### src/rtl/can_spi_pkg.sv
package can_spi_pkg;
  localparam int unsigned BYTE_W = 8;

  localparam logic [7:0] OP_MASTER_RST = 8'h56;
  localparam logic [7:0] OP_RD_CTRL0   = 8'hD2;
  localparam logic [7:0] OP_RD_CTRL1   = 8'hD4;
  localparam logic [7:0] OP_RD_STAT    = 8'hE2;
  localparam logic [7:0] OP_RD_BTR0    = 8'hD6;
  localparam logic [7:0] OP_RD_BTR1    = 8'hD8;
  localparam logic [7:0] OP_RD_INTF    = 8'hDE;
  localparam logic [7:0] OP_RD_ERR     = 8'hDC;
  localparam logic [7:0] OP_RD_REC     = 8'hEA;
  localparam logic [7:0] OP_RD_TEC     = 8'hEC;
  localparam logic [7:0] OP_WR_CTRL0   = 8'h14;
  localparam logic [7:0] OP_WR_CTRL1   = 8'h16;
  localparam logic [7:0] OP_WR_IE      = 8'h1C;
  localparam logic [7:0] OP_WR_BTR0    = 8'h18;
  localparam logic [7:0] OP_WR_BTR1    = 8'h1A;

  typedef enum logic [2:0] {
    MODE_NORMAL   = 3'd0,
    MODE_LOOPBACK = 3'd1,
    MODE_MONITOR  = 3'd2,
    MODE_SLEEP    = 3'd3,
    MODE_INIT     = 3'd4
  } op_mode_e;

  localparam logic [7:0] CTRL0_RESET = {MODE_INIT, 5'b0};
  localparam logic [7:0] STAT_RESET  = 8'h82;

  // Sticky flag update: drop reported bits, then add new events.
  function automatic logic [7:0] flag_update(input logic [7:0] cur,
                                             input logic [7:0] clr,
                                             input logic [7:0] set);
    return (cur & ~clr) | set;
  endfunction

  function automatic logic [2:0] mode_field(input logic [7:0] ctrl0);
    return ctrl0[7:5];
  endfunction
endpackage

### src/rtl/spi_sync_front.sv
module spi_sync_front #(
  parameter int unsigned STAGES = 2
) (
  input  logic clk,
  input  logic rst_n,
  input  logic sclk_raw,
  input  logic cs_n_raw,
  input  logic mosi_raw,
  output logic sclk_rise,
  output logic sclk_fall,
  output logic cs_active,
  output logic mosi_s
);
  localparam int unsigned NSIG = 3;
  localparam logic [NSIG-1:0] RST_VAL = 3'b010; // cs_n idles high

  logic [NSIG-1:0] raw;
  logic [NSIG-1:0] synced;
  logic            sclk_prev;

  assign raw = {mosi_raw, cs_n_raw, sclk_raw};

  for (genvar g = 0; g < NSIG; g++) begin : g_sync
    logic [STAGES-1:0] pipe;
    always_ff @(posedge clk or negedge rst_n) begin
      if (!rst_n) pipe <= {STAGES{RST_VAL[g]}};
      else        pipe <= {pipe[STAGES-2:0], raw[g]};
    end
    assign synced[g] = pipe[STAGES-1];
  end

  always_ff @(posedge clk or negedge rst_n) begin
    if (!rst_n) sclk_prev <= 1'b0;
    else        sclk_prev <= synced[0];
  end

  assign sclk_rise = synced[0] & ~sclk_prev;
  assign sclk_fall = ~synced[0] & sclk_prev;
  assign cs_active = ~synced[1];
  assign mosi_s    = synced[2];
endmodule

### src/rtl/spi_byte_engine.sv
module spi_byte_engine #(
  parameter int unsigned BYTE_W = 8
) (
  input  logic              clk,
  input  logic              rst_n,
  input  logic              sclk_rise,
  input  logic              sclk_fall,
  input  logic              cs_active,
  input  logic              mosi_s,
  input  logic              load_en,
  input  logic [BYTE_W-1:0] load_data,
  output logic              byte_vld,
  output logic [BYTE_W-1:0] byte_data,
  output logic [1:0]        byte_idx,
  output logic              miso
);
  localparam int unsigned CNT_W = $clog2(BYTE_W);
  localparam logic [CNT_W-1:0] LAST_BIT = CNT_W'(BYTE_W - 1);

  logic [BYTE_W-1:0] sh_in;
  logic [BYTE_W-1:0] sh_out;
  logic [CNT_W-1:0]  bit_cnt;
  logic [1:0]        byte_cnt;

  assign byte_vld  = cs_active & sclk_rise & (bit_cnt == LAST_BIT);
  assign byte_data = {sh_in[BYTE_W-2:0], mosi_s};
  assign byte_idx  = byte_cnt;
  assign miso      = cs_active & sh_out[BYTE_W-1];

  always_ff @(posedge clk or negedge rst_n) begin
    if (!rst_n) begin
      sh_in    <= '0;
      sh_out   <= '0;
      bit_cnt  <= '0;
      byte_cnt <= '0;
    end else if (!cs_active) begin
      sh_out   <= '0;
      bit_cnt  <= '0;
      byte_cnt <= '0;
    end else begin
      if (sclk_rise) begin
        sh_in   <= byte_data;
        bit_cnt <= bit_cnt + 1'b1;
        if (bit_cnt == LAST_BIT && byte_cnt != 2'd3) byte_cnt <= byte_cnt + 2'd1;
      end
      // No shift on the falling edge that closes a byte: the freshly
      // loaded MSB must stay on the line for the next rising edge.
      if (load_en)                         sh_out <= load_data;
      else if (sclk_fall && bit_cnt != '0) sh_out <= {sh_out[BYTE_W-2:0], 1'b0};
    end
  end
endmodule

### src/rtl/can_reg_core.sv
module can_reg_core
  import can_spi_pkg::*;
(
  input  logic       clk,
  input  logic       rst_n,
  input  logic       byte_vld,
  input  logic [7:0] byte_data,
  input  logic [1:0] byte_idx,
  input  logic [7:0] stat_live_i,
  input  logic [7:0] err_set_i,
  input  logic [7:0] int_set_i,
  input  logic [7:0] rec_i,
  input  logic [7:0] tec_i,
  output logic       load_en,
  output logic [7:0] load_data,
  output logic [2:0] mode_o,
  output logic       tx_en_o,
  output logic [7:0] btr0_o,
  output logic [7:0] btr1_o,
  output logic       irq_o,
  output logic [7:0] intf_flags,
  output logic [7:0] err_flags,
  output logic       evt_mst_reset,
  output logic       evt_ctrl0_wr,
  output logic       evt_ie_wr,
  output logic       evt_intf_clr,
  output logic       evt_err_clr
);
  logic [7:0] ctrl0_q, ctrl1_q, ie_q, btr0_q, btr1_q, intf_q, err_q;
  logic [7:0] opc_q, snap_q;
  logic       first_b, second_b;
  logic       evt_ctrl1_wr, evt_btr0_wr, evt_btr1_wr;
  logic [7:0] rd_val, stat_val;

  assign first_b  = byte_vld && byte_idx == 2'd0;
  assign second_b = byte_vld && byte_idx == 2'd1;

  assign evt_mst_reset = first_b  && byte_data == OP_MASTER_RST;
  assign evt_ctrl0_wr  = second_b && opc_q == OP_WR_CTRL0;
  assign evt_ctrl1_wr  = second_b && opc_q == OP_WR_CTRL1;
  assign evt_ie_wr     = second_b && opc_q == OP_WR_IE;
  assign evt_btr0_wr   = second_b && opc_q == OP_WR_BTR0;
  assign evt_btr1_wr   = second_b && opc_q == OP_WR_BTR1;
  assign evt_intf_clr  = second_b && opc_q == OP_RD_INTF;
  assign evt_err_clr   = second_b && opc_q == OP_RD_ERR;

  assign stat_val = (mode_field(ctrl0_q) == MODE_INIT) ? STAT_RESET : stat_live_i;

  always_comb begin
    case (byte_data)
      OP_RD_CTRL0: rd_val = ctrl0_q;
      OP_RD_CTRL1: rd_val = ctrl1_q;
      OP_RD_STAT:  rd_val = stat_val;
      OP_RD_BTR0:  rd_val = btr0_q;
      OP_RD_BTR1:  rd_val = btr1_q;
      OP_RD_INTF:  rd_val = intf_q;
      OP_RD_ERR:   rd_val = err_q;
      OP_RD_REC:   rd_val = rec_i;
      OP_RD_TEC:   rd_val = tec_i;
      default:     rd_val = 8'h00;
    endcase
  end

  assign load_en   = first_b;
  assign load_data = rd_val;

  // Opcode and read snapshot, taken at the end of byte 0.
  always_ff @(posedge clk or negedge rst_n) begin
    if (!rst_n) begin
      opc_q  <= 8'h00;
      snap_q <= 8'h00;
    end else if (first_b) begin
      opc_q  <= byte_data;
      snap_q <= rd_val;
    end
  end

  // Configuration registers.
  always_ff @(posedge clk or negedge rst_n) begin
    if (!rst_n) begin
      ctrl0_q <= CTRL0_RESET;
      ctrl1_q <= 8'h00;
      ie_q    <= 8'h00;
      btr0_q  <= 8'h00;
      btr1_q  <= 8'h00;
    end else if (evt_mst_reset) begin
      ctrl0_q <= CTRL0_RESET;
      ctrl1_q <= 8'h00;
      ie_q    <= 8'h00;
      btr0_q  <= 8'h00;
      btr1_q  <= 8'h00;
    end else begin
      if (evt_ctrl0_wr) ctrl0_q <= byte_data;
      if (evt_ctrl1_wr) ctrl1_q <= byte_data;
      if (evt_ie_wr)    ie_q    <= byte_data;
      if (evt_btr0_wr)  btr0_q  <= byte_data;
      if (evt_btr1_wr)  btr1_q  <= byte_data;
    end
  end

  // Sticky flags: interrupt flags are cleared by the reset command,
  // error flags only by a power-on reset or a completed read.
  always_ff @(posedge clk or negedge rst_n) begin
    if (!rst_n) begin
      intf_q <= 8'h00;
      err_q  <= 8'h00;
    end else begin
      if (evt_mst_reset) intf_q <= 8'h00;
      else intf_q <= flag_update(intf_q, evt_intf_clr ? snap_q : 8'h00, int_set_i);
      err_q <= flag_update(err_q, evt_err_clr ? snap_q : 8'h00, err_set_i);
    end
  end

  assign mode_o     = mode_field(ctrl0_q);
  assign tx_en_o    = ctrl1_q[7];
  assign btr0_o     = btr0_q;
  assign btr1_o     = btr1_q;
  assign irq_o      = |(intf_q & ie_q);
  assign intf_flags = intf_q;
  assign err_flags  = err_q;
endmodule

### src/rtl/can_spi_regif.sv
module can_spi_regif
  import can_spi_pkg::*;
#(
  parameter int unsigned SYNC_STAGES = 2
) (
  input  logic       clk,
  input  logic       rst_n,
  input  logic       spi_sclk,
  input  logic       spi_cs_n,
  input  logic       spi_mosi,
  output logic       spi_miso,
  input  logic [7:0] stat_live_i,
  input  logic [7:0] err_set_i,
  input  logic [7:0] int_set_i,
  input  logic [7:0] rec_i,
  input  logic [7:0] tec_i,
  output logic [2:0] mode_o,
  output logic       tx_en_o,
  output logic [7:0] btr0_o,
  output logic [7:0] btr1_o,
  output logic       irq_o
);
  logic       sclk_rise, sclk_fall, cs_active, mosi_s;
  logic       byte_vld, load_en;
  logic [7:0] byte_data, load_data;
  logic [1:0] byte_idx;
  logic [7:0] intf_flags, err_flags;
  logic       evt_mst_reset, evt_ctrl0_wr, evt_ie_wr, evt_intf_clr, evt_err_clr;

  spi_sync_front #(.STAGES(SYNC_STAGES)) i_front (
    .clk, .rst_n,
    .sclk_raw(spi_sclk), .cs_n_raw(spi_cs_n), .mosi_raw(spi_mosi),
    .sclk_rise, .sclk_fall, .cs_active, .mosi_s
  );

  spi_byte_engine #(.BYTE_W(BYTE_W)) i_engine (
    .clk, .rst_n, .sclk_rise, .sclk_fall, .cs_active, .mosi_s,
    .load_en, .load_data, .byte_vld, .byte_data, .byte_idx,
    .miso(spi_miso)
  );

  can_reg_core i_core (
    .clk, .rst_n, .byte_vld, .byte_data, .byte_idx,
    .stat_live_i, .err_set_i, .int_set_i, .rec_i, .tec_i,
    .load_en, .load_data, .mode_o, .tx_en_o, .btr0_o, .btr1_o, .irq_o,
    .intf_flags, .err_flags,
    .evt_mst_reset, .evt_ctrl0_wr, .evt_ie_wr, .evt_intf_clr, .evt_err_clr
  );
endmodule

### config.mk
export PLATFORM = sky130hd
export DESIGN_NAME = can_spi_regif
export DESIGN_NICKNAME = d
export VERILOG_FILES = /design/src/rtl/can_spi_pkg.sv /design/src/rtl/spi_sync_front.sv /design/src/rtl/spi_byte_engine.sv /design/src/rtl/can_reg_core.sv /design/src/rtl/can_spi_regif.sv
export SDC_FILE = /design/constraint.sdc
export NUM_CORES = 1
export LEC_CHECK = 0
export BUFFER_PORTS_ARGS = -buffer_cell sky130_fd_sc_hd__buf_2
export CORE_MARGIN = 3
export CORE_UTILIZATION = 58
export CTS_CLUSTER_DIAMETER = 120
export CTS_CLUSTER_SIZE = 10
export DETAILED_ROUTE_END_ITERATION = 7
export PLACE_DENSITY_LB_ADDON = 0.05
export SYNTH_ARGS = -nofsm -noshare
export SYNTH_HDL_FRONTEND = slang
export SYNTH_HIERARCHICAL = 1
export SYNTH_SLANG_ARGS = --single-unit
### constraint.sdc
create_clock -name clk -period 3.1 [get_ports clk]
set_clock_uncertainty 0.05 [all_clocks]
set_input_delay 0 -clock clk [delete_from_list [all_inputs] [get_ports clk]]
set_output_delay 0 -clock clk [all_outputs]
set_load 0.01 [all_outputs]
---- After elaboration in Yosys (flattened, before gate mapping) ----
Index checks and enable logic that the tools add are counted.
storage, ports and cells
  flip-flop bits (word level) ............. 99
  input bits .............................. 45
  output and inout bits ................... 22
  bits in latches ......................... 0
  bits in writable memories ............... 0
  logic and storage cells ................. 103
  memories kept ........................... 0
  ROM bits ................................ 0
cells by class
  magnitude comparators ................... 0
  $mul .................................... 0
  muxes and demuxes ....................... 23
  equal/unequal tests ..................... 21
  shift operators ......................... 0
  $add $sub $neg .......................... 2
  div/mod/pow operators ................... 0
  bitwise logic cells ..................... 15
  reduce and logical (&&, ||, !) cells .... 25
operators with widths
  kind                   count
  $mux W8                17
  $eq A8 B8 Y1 const B   11
  $pmux W8 S9            1
  $eq A8 B5 Y1 const B   5
  $and A8 B8 Y8          3
  $not A8 Y8             2
  $or A8 B8 Y8           2
  $reduce_bool A2 Y1     7
  $logic_and A1 B1 Y1    12
  $eq A8 B7 Y1 const B   1
  $reduce_or A8 Y1       1
  $eq A3 B3 Y1 const B   2
  $mux W2                3
  $mux W3                2
  $reduce_bool A3 Y1     2
  $and A1 B1 Y1          5
  $reduce_and A2 Y1      2
  $add A3 B1 Y3 const B  1
  $not A1 Y1             3
  $add A2 B1 Y2 const B  1
  $eq A2 B1 Y1 const B   1
  $logic_not A2 Y1       1
  $ne A2 B2 Y1 const B   1

---- Longest topological paths before layout ----
Gate-level depths: netlist of run 1.
  depth in word-level cells ............... 11
  mapped depth ............................ 11
  mapped depth without buffers ............ 8

---- Hierarchy ----
The synthesis of run 1 kept the hierarchy.
modules (own cells, without submodules)
  module           times used  seq. area each (µm²)  cells an instance  area each (µm²)
  can_reg_core     1           1,803.0               385                3,704.8
  spi_byte_engine  1           500.5                 79                 993.5
  spi_sync_front   1           177.7                 10                 196.4

---- Least setup slack after synthesis of run 1 ----
Ideal clock, no wire load.
  kind .................................... reg-to-reg
  from .................................... register i_engine.bit_cnt[0]
  to ...................................... register i_core.btr1_q[4] (netlist: i_core/btr1_o[4])
  library setup time ...................... 0.130 ns
  period minus slack after synthesis ...... 2.591 ns
  data arrival time ....................... 2.411 ns
  path buffers ............................ 3
  data required time ...................... 2.920 ns
  stages on the path, launching flop included .. 12
  slack ................................... 0.509 ns
  path through ............................ dfrtp_1 > ha_1 > ha_1 > and3_1 > nand2b_4 > or4_4 > buf_6 > or4_4 > buf_6 > buf_6 > mux2i_1 > nor2_1
on the way
  longest elaborated chain between the ends .. 5
  elaborated cells on any way between the ends .. 8
  classes of those cells .................. eq/ne (1); mux (1); bitwise (1); reduce/logical (5)
RTL lines
  item                                           line                                    source
  start, declared                                spi_byte_engine.sv:22                   logic [CNT_W-1:0] bit_cnt;
  start signal, assigned                         spi_byte_engine.sv:43                   bit_cnt <= bit_cnt + 1'b1;
  $eq A3 B3 Y1 *                                 spi_byte_engine.sv:25                   assign byte_vld = cs_active & sclk_rise & (bit_cnt == LAST_BIT);
  $and A1 B1 Y1 *                                spi_byte_engine.sv:25
  net byte_vld                                   can_spi_regif.sv:24                     logic byte_vld, load_en;
  $logic_and A1 B1 Y1, on equally long branches  can_reg_core.sv:35, can_reg_core.sv:36
  $logic_and A1 B1 Y1, on equally long branches  can_reg_core.sv:38, can_reg_core.sv:43
  $mux W8 or $reduce_bool A2 Y1 (tied branches)  n/a
  end signal, assigned                           can_reg_core.sv:97                      if (evt_btr1_wr) btr1_q <= byte_data;
  end, declared                                  can_reg_core.sv:29                      logic [7:0] ctrl0_q, ctrl1_q, ie_q, btr0_q, btr1_q, intf_q, err_q;
The timed path passes the listed nets; every way through them passes the cells marked *.
A chain may end at the register's enable or synchronous reset.

---- Final worst setup path of run 1 ----
  from .................................... register i_engine.sh_in[0]
  to ...................................... register i_core.snap_q[3]
on the way
  longest elaborated chain between the ends .. 2
  elaborated cells on any way between the ends .. 10
  classes of those cells .................. eq/ne (9); mux (1)
RTL lines
  item                    line                   source
  start, declared         spi_byte_engine.sv:20  logic [BYTE_W-1:0] sh_in;
  start signal, assigned  spi_byte_engine.sv:42  sh_in <= byte_data;
  $eq A8 B8 Y1            can_reg_core.sv:50     case (byte_data)
  $pmux W8 S9 *           can_reg_core.sv:50
  end signal, assigned    can_reg_core.sv:74     snap_q <= rd_val;
  end, declared           can_reg_core.sv:30     logic [7:0] opc_q, snap_q;
Every way passes the cells marked *; elsewhere a longest branch is shown, timed or not.

==> results.tsv, run 1 <==
metric	value	unit
die_w	97.8	um
drtIter0Drc	362	
port_buffers	66	
fin_nets	614	
area_growth	19.2	%
wire_per_inst	19.1	um
rr_endpoint	i_core/snap_q[3]	
path_clk_slew	0.09	ns
cp_data_required_time	3.33	ns
crit_family	simple AND/OR/NAND/NOR gates	
netlist_instances	473	
vdd_drop_max	0.000529	V
row_count	32	
worstPathArrival	2.90	ns
first_pass_iters	5	
io_pins	67	
htreeDepth	3	
cts_buffer_depth	2	
hold_start	stat_live_i[5]	
path_buf_inv	2	
drv_slew	0	
core	0.00797	mm^2
end_kind	register	
cts_resized	0	
r2r_setup_slack	0.43	ns
grt_overflow	0	
cp.depth	6	
critical-path-slowest-cell	dlygate4sd3_1	
clock-sinks	99	
synth_area_per_cell	10.3	um^2
run_status	finished, final reports clean	
die_area	0.00957	mm^2
grt_first_pass_wirelength	20700	um
grt_max_degree	69	
grt_use_total	27.6	%
final_util	73.1	%
tightest_slew	0.889	ns
clk-insertion-delay-late	0.37	ns
p_per_area	488	mW/mm^2
worstReg2RegStart	i_engine/sh_in[0]	
holdPathEnd	i_core/snap_q[5]	
cts_buffers	9	
design_area	0.00583	mm^2
syn_nets	522	
die_h	97.8	um
critPathMaxStageDelay	0.59	ns
routed_via_density	5.99	
hold_path_depth	4	
yosys_warnings	6	
start_util	61.4	%
critPathKind	register to register	
drive_above_1_share	24.7	%
wirelength	12800	um
ant_nets	0	
netlist_area	0.00489	mm^2
num_vias	4028	
maxCapViolCount	0	
hpwl	8910	um
post-cts-setup-buffer-count	0	
cts_tree	done	
finalCritPeriodShare	86.1	%
gp_congestion	0.900	
clock-root-buffer	clkbuf_8	
critPathMaxFanout	20	
timing.fmax	375	MHz
crit_chain	buf_4 > nor4b_2 > nor2b_1 > a32oi_1 > dlygate4sd3_1 > a31oi_1	
fill_cells	625	
slew-limit-headroom	40.7	%
grt_pass1_vias	3972	
hold_viol	0	
r2r_cells	6	
dpl_cell_area	0.00533	mm^2
n_antenna_cell	0	
whs	0.0730	ns
drc	0	
antenna_found_initial	0	
p_leak	2.74	nW
grt_setup_unrepaired	no	
min_period	2.67	ns
tns	0	ns
finalSetupViolations	0	
cp-start-kind	register	
hold_path.class	input pin to register	
power breakdown:
group	internal, mW	total (mW)	switching, mW
clock	0.456	0.905	0.448
sequential	1.33	1.42	0.0876
combinational	0.216	0.520	0.304
how the worst max path moves through the flow:
stage | start | end | slack (ns)
after floorplan | i_engine/bit_cnt[0] | i_core/btr1_o[4] | 0.51
after global placement | i_engine/bit_cnt[0] | i_core/ctrl1_q[6] | 0.60
after detailed placement | i_engine/bit_cnt[0] | i_core/ctrl1_q[4] | 0.53
after CTS | i_engine/sh_in[2] | i_core/snap_q[3] | 0.49
after global routing | i_engine/sh_in[0] | i_core/snap_q[3] | 0.31
final | i_engine/sh_in[0] | i_core/snap_q[3] | 0.43
cell type report:
type / count / area (um^2) / share of cell area (%)
inverters: 21 / 78.8 / 1.35
well taps: 102 / 128 / 2.19
clock inverters: 6 / 88.8 / 1.52
repair buffers: 116 / 778 / 13.4
multi-input cells: 318 / 2150 / 36.8
clock buffers: 10 / 128 / 2.19
flip-flops and latches: 99 / 2480 / 42.6
tightest hold or removal path, stage by stage:
cell and delay [ns]:
buf_2 0.09, a32o_1 0.14, a21oi_1 0.05, a31oi_1 0.16
per-layer routing:
metal / GRT usage (%) / share of wire [%] / up-vias
met3: 6.14 / 6.7 / 39
met1: 37.6 / 43 / 1958
met2: 43.5 / 47 / 173
met5: 0 / 0 / -
met4: 10.3 / 3.2 / 0
li1: - / - / 1858
per-stage QoR:
step	power, mW	cells	setup WS [ns]
floorplan	1.72	473	0.511
detailed placement	1.93	628	0.526
global placement	1.92	628	0.605
CTS	2.86	672	0.488
finish	2.85	672	0.431
global route	2.97	672	0.313
cells in the final DEF (no fill, tap or decap), drive strengths merged, types with 4 or more instances in the layout:
master       instances
nor3                 5
ha                   4
inv                 22
o22ai                4
a21o                 8
nor2                41
clkbuf              10
a22o                 4
nor2b                5
dlygate4sd3         28
a22oi               15
mux2                26
mux2i               34
nand3               24
a31oi               14
nand2               44
o21ai               33
dfrtp               96
buf                 88
a21oi               11
timing repair:
item,CTS,global route
setup endpoints to repair,0,0
hold endpoints to repair,88,0
hold buffers,28,0
No activity file was read; power rests on OpenSTA's default activity.
==> run 2: changes to the inputs <==
- ABC_AREA: unset -> 0
- CORE_UTILIZATION: 58 -> 55
==> results.tsv, run 2 (synthesis gave the netlist of run 1 again) <==
metric	value	unit
grt_use_total	27.6	%
p_per_area	474	mW/mm^2
drive_above_1_share	24.3	%
cts_tree	done	
num_vias	4088	
finalCritPeriodShare	91.8	%
hold_path.class	input pin to register	
wirelength	13300	um
swShare	30.6	%
p_seq_share	52.3	%
run_status	finished, final reports clean	
area_growth	18.5	%
intPower	1.90	mW
grt_max_degree	59	
grt_setup_unrepaired	no	
fin_nets	612	
clk-insertion-delay-late	0.36	ns
final_common_cell	dfrtp_1	
critPathMaxFanout	12	
maxCapViolCount	0	
ant_nets	0	
io_pins	67	
cp_data_required_time	3.33	ns
vdd_drop_max	0.000440	V
critPathKind	register to register	
drtIter0Drc	297	
grt_overflow	0	
die_area	0.0101	mm^2
cts_buffer_depth	2	
drv_slew	0	
start_util	58.0	%
row_count	33	
r2r_cells	6	
clock-sinks	99	
core	0.00842	mm^2
cts_buffers	9	
port_buffers	66	
timing.fmax	351	MHz
die_w	100	um
grt_pass1_vias	3942	
gp_congestion	0.953	
n_antenna_cell	0	
layout_common_cells	96 x dfrtp_1, 65 x buf_2, 44 x nand2_1	
total_power	2.74	mW
tightest_slew	0.740	ns
post-cts-setup-buffer-count	0	
routed_via_density	6.07	
finalSetupViolations	0	
hpwl	9560	um
drc	0	
fill_cells	666	
clkPwrFrac	28.1	%
first_pass_iters	6	
slew-limit-headroom	50.6	%
wire_per_inst	19.8	um
path_clk_slew	0.09	ns
end_kind	register	
cp-start-kind	register	
p_sw	0.839	mW
tns	0	ns
min_period	2.85	ns
antenna_found_initial	0	
combPwrFrac	19.6	%
worstPathArrival	3.08	ns
htreeDepth	3	
clock-root-buffer	clkbuf_8	
grt_first_pass_wirelength	21300	um
p_leak	2.72	nW
die_h	100	um
hold_path_depth	4	
hold_viol	0	
## run 2: per-layer routing
metal  part of all wire [%]  track usage, %  vias up
li1                       -               -     1852
met1                     44            38.9     2011
met2                     47            42.7      192
met3                    6.6            5.28       33
met4                    2.7            10.3        0
met5                      0               0        -
## run 2: final cells by class
| type | instances | area, um^2 | area share (%) |
|---|---|---|---|
| inverter | 21 | 78.8 | 1.36 |
| clock inverter | 3 | 22.5 | 0.389 |
| sequential | 99 | 2480 | 42.8 |
| tap | 105 | 131 | 2.27 |
| multi-input combinational | 318 | 2150 | 37.2 |
| timing repair buffer | 114 | 763 | 13.2 |
| clock buffer | 13 | 159 | 2.74 |
## run 2: repair_timing
action | CTS | global route
hold endpoints to repair | 78 | 0
endpoints found under the setup margin | 0 | 4
hold buffers | 28 | 0
gates resized for setup | 0 | 1
## run 2: path summary, 6_finish.rpt
path	from	end	slack, ns
max in group asynchronous	rst_n	i_front/g_sync[1].pipe[0]	1.93
min in group asynchronous	rst_n	i_core/err_flags[5]	0.18
worst max register to register	i_engine/sh_in[1]	i_core/snap_q[3]	0.25
worst max-delay path	i_engine/sh_in[1]	i_core/snap_q[3]	0.25
worst min register to register	i_front/g_sync[2].pipe[0]	i_front/g_sync[2].pipe[1]	0.31
worst min-delay path	rec_i[0]	i_core/snap_q[0]	0.09
## run 2: power groups by stage
stage,logic [mW],clock network (mW),registers [mW]
6_report,0.537,0.772,1.43
5_1_grt,0.574,0.842,1.45
4_1_cts,0.522,0.794,1.43
3_5_place_dp,0.496,0,1.45
3_3_place_gp,0.494,0,1.45
2_1_floorplan,0.319,0,1.40
## run 2: critical path, stage by stage, from the launching register on
cell and delay (ns):
dfrtp_1 0.52, buf_4 0.23, nor4b_4 0.48, nor2b_1 0.48, a32oi_1 0.22, dlygate4sd3_1 0.61, a31oi_1 0.19
## run 2: through the flow
stage	hold slack, ns	instances	cell area (um^2)	util, %	setup WS, ns
4_1_cts	0.0650	673	5780	68.6	0.132
5_1_grt	0.0937	673	5790	68.7	0.132
3_5_place_dp	0.0564	629	5320	63.2	0.445
6_report	0.0924	673	5790	68.7	0.253
3_3_place_gp	0.0542	629	5320	63.2	0.497
2_1_floorplan	-0.346	473	4890	-	0.511
==> run 3: changes to the inputs <==
- ABC_AREA: 0 -> 1
==> results.tsv, run 3 <==
metric	value	unit
run_status	finished, final reports clean	
drive_above_1_share	15.4	%
clock-sinks	99	
drc	0	
grt_overflow	0	
netlist_area	0.00505	mm^2
end_kind	register	
seqCellArea	0.00248	mm^2
cts_buffers	9	
wire_per_inst	15.8	um
intPower	1.73	mW
path_clk_slew	0.11	ns
grt_use_total	27.9	%
hold_path.class	input pin to register	
die_h	102	um
tns	0	ns
hold_viol	0	
finalCritPeriodShare	82.8	%
gp_congestion	0.904	
p_sw	0.686	mW
port_buffers	66	
drv_slew	0	
netlist_instances	673	
num_vias	4681	
min_period	2.57	ns
ant_nets	0	
syn_nets	722	
cp_data_required_time	3.36	ns
hpwl	9950	um
p_leak	3.12	nW
routed_via_density	5.39	
whs	0.0876	ns
yosys_warnings	6	
layout_common_cells	204 x nand2_1, 96 x dfrtp_1, 86 x nand3_1	
cp-start-kind	register	
clk-insertion-delay-late	0.37	ns
critPathMaxFanout	12	
grt_max_degree	63	
layoutNonFillerInstCount	868	
fin_nets	804	
io_pins	67	
finalSetupViolations	0	
synth_area_per_cell	7.50	um^2
grt_pass1_vias	4516	
n_antenna_cell	0	
fill_cells	779	
cts_tree	done	
cts_resized	0	
p_seq_share	56.4	%
start_util	57.3	%
vdd_drop_max	0.000300	V
first_pass_iters	5	
multi_input_area	0.00209	mm^2
critPathKind	register to register	
p_per_area	414	mW/mm^2
htreeDepth	3	
tightest_slew	0.917	ns
placed_cells	832	
timing.fmax	389	MHz
final_common_cell	nand2_1	
wirelength	13700	um
antenna_found_initial	0	
drtIter0Drc	361	
worstPathArrival	2.82	ns
clock-root-buffer	clkbuf_8	
grt_first_pass_wirelength	22200	um
combPwrFrac	10.1	%
area_growth	15.5	%
swShare	28.5	%
die_w	102	um
cts_buffer_depth	2	
die_area	0.0104	mm^2
core	0.00881	mm^2
clkPwrFrac	33.4	%
maxCapViolCount	0	
grt_setup_unrepaired	no	
slew-limit-headroom	38.7	%
row_count	34	
-- run 3: path summary, 6_finish.rpt --
check | start | endpoint | cells past startpoint | slack, ns
min in group asynchronous | rst_n | i_core/btr0_o[2] | 2 | 0.22
max reg2reg | i_front/g_sync[2].pipe[1] | i_engine/sh_out[6] | 11 | 0.53
min reg2reg | i_front/g_sync[0].pipe[0] | i_front/g_sync[0].pipe[1] | 0 | 0.31
max | i_front/g_sync[2].pipe[1] | i_engine/sh_out[6] | 11 | 0.53
min | tec_i[3] | i_core/snap_q[3] | 7 | 0.09
max in group asynchronous | rst_n | i_front/g_sync[1].pipe[1] | 3 | 1.95
-- run 3: worst max-delay path, cell delays in order (launching register included) --
cell	delay, ns
dfrtp_1	0.49
inv_1	0.16
nand2_1	0.11
nor2_1	0.71
nand2_1	0.28
nor2_1	0.16
nor2_1	0.06
nand3_1	0.15
nand3_1	0.13
nand2_1	0.10
nand2_1	0.05
nand2_1	0.06
-- run 3: per-stage QoR --
step	area [um^2]	utilization (%)	setup slack (ns)	total power, mW
after floorplan	5050	-	0.856	1.49
after global placement	5440	61.7	0.668	1.60
after detailed placement	5440	61.7	0.625	1.61
after CTS	5830	66.2	0.609	2.43
after global routing	5830	66.2	0.304	2.52
final	5830	66.2	0.532	2.41
-- run 3: area by class of cell --
class                   instances  share of cell area (%)
clock inverters                 6                   0.966
inverters                      92                    5.92
repair buffers                 93                    10.0
well taps                     108                    2.32
multi-input cells             460                    35.8
clock buffers                  10                    2.36
flip-flops and latches         99                    42.6
-- run 3: timing repair --
item                      CTS  global route
setup buffers               0             0
hold buffers               20             0
hold endpoints to repair   78             0
-- run 3: power by group through the flow --
stage | Combinational [mW] | Sequential, mW | Clock [mW]
CTS | 0.243 | 1.36 | 0.829
detailed placement | 0.222 | 1.39 | 0
global placement | 0.219 | 1.39 | 0
floorplan | 0.120 | 1.37 | 0
global route | 0.271 | 1.37 | 0.881
finish | 0.245 | 1.36 | 0.806
-- run 3: layer usage --
layer / track usage (%) / share of wire [%]
met3: 4.23 / 6.9
met4: 11.9 / 2.9
met5: 0 / 0
met2: 43.4 / 46
met1: 39.3 / 44
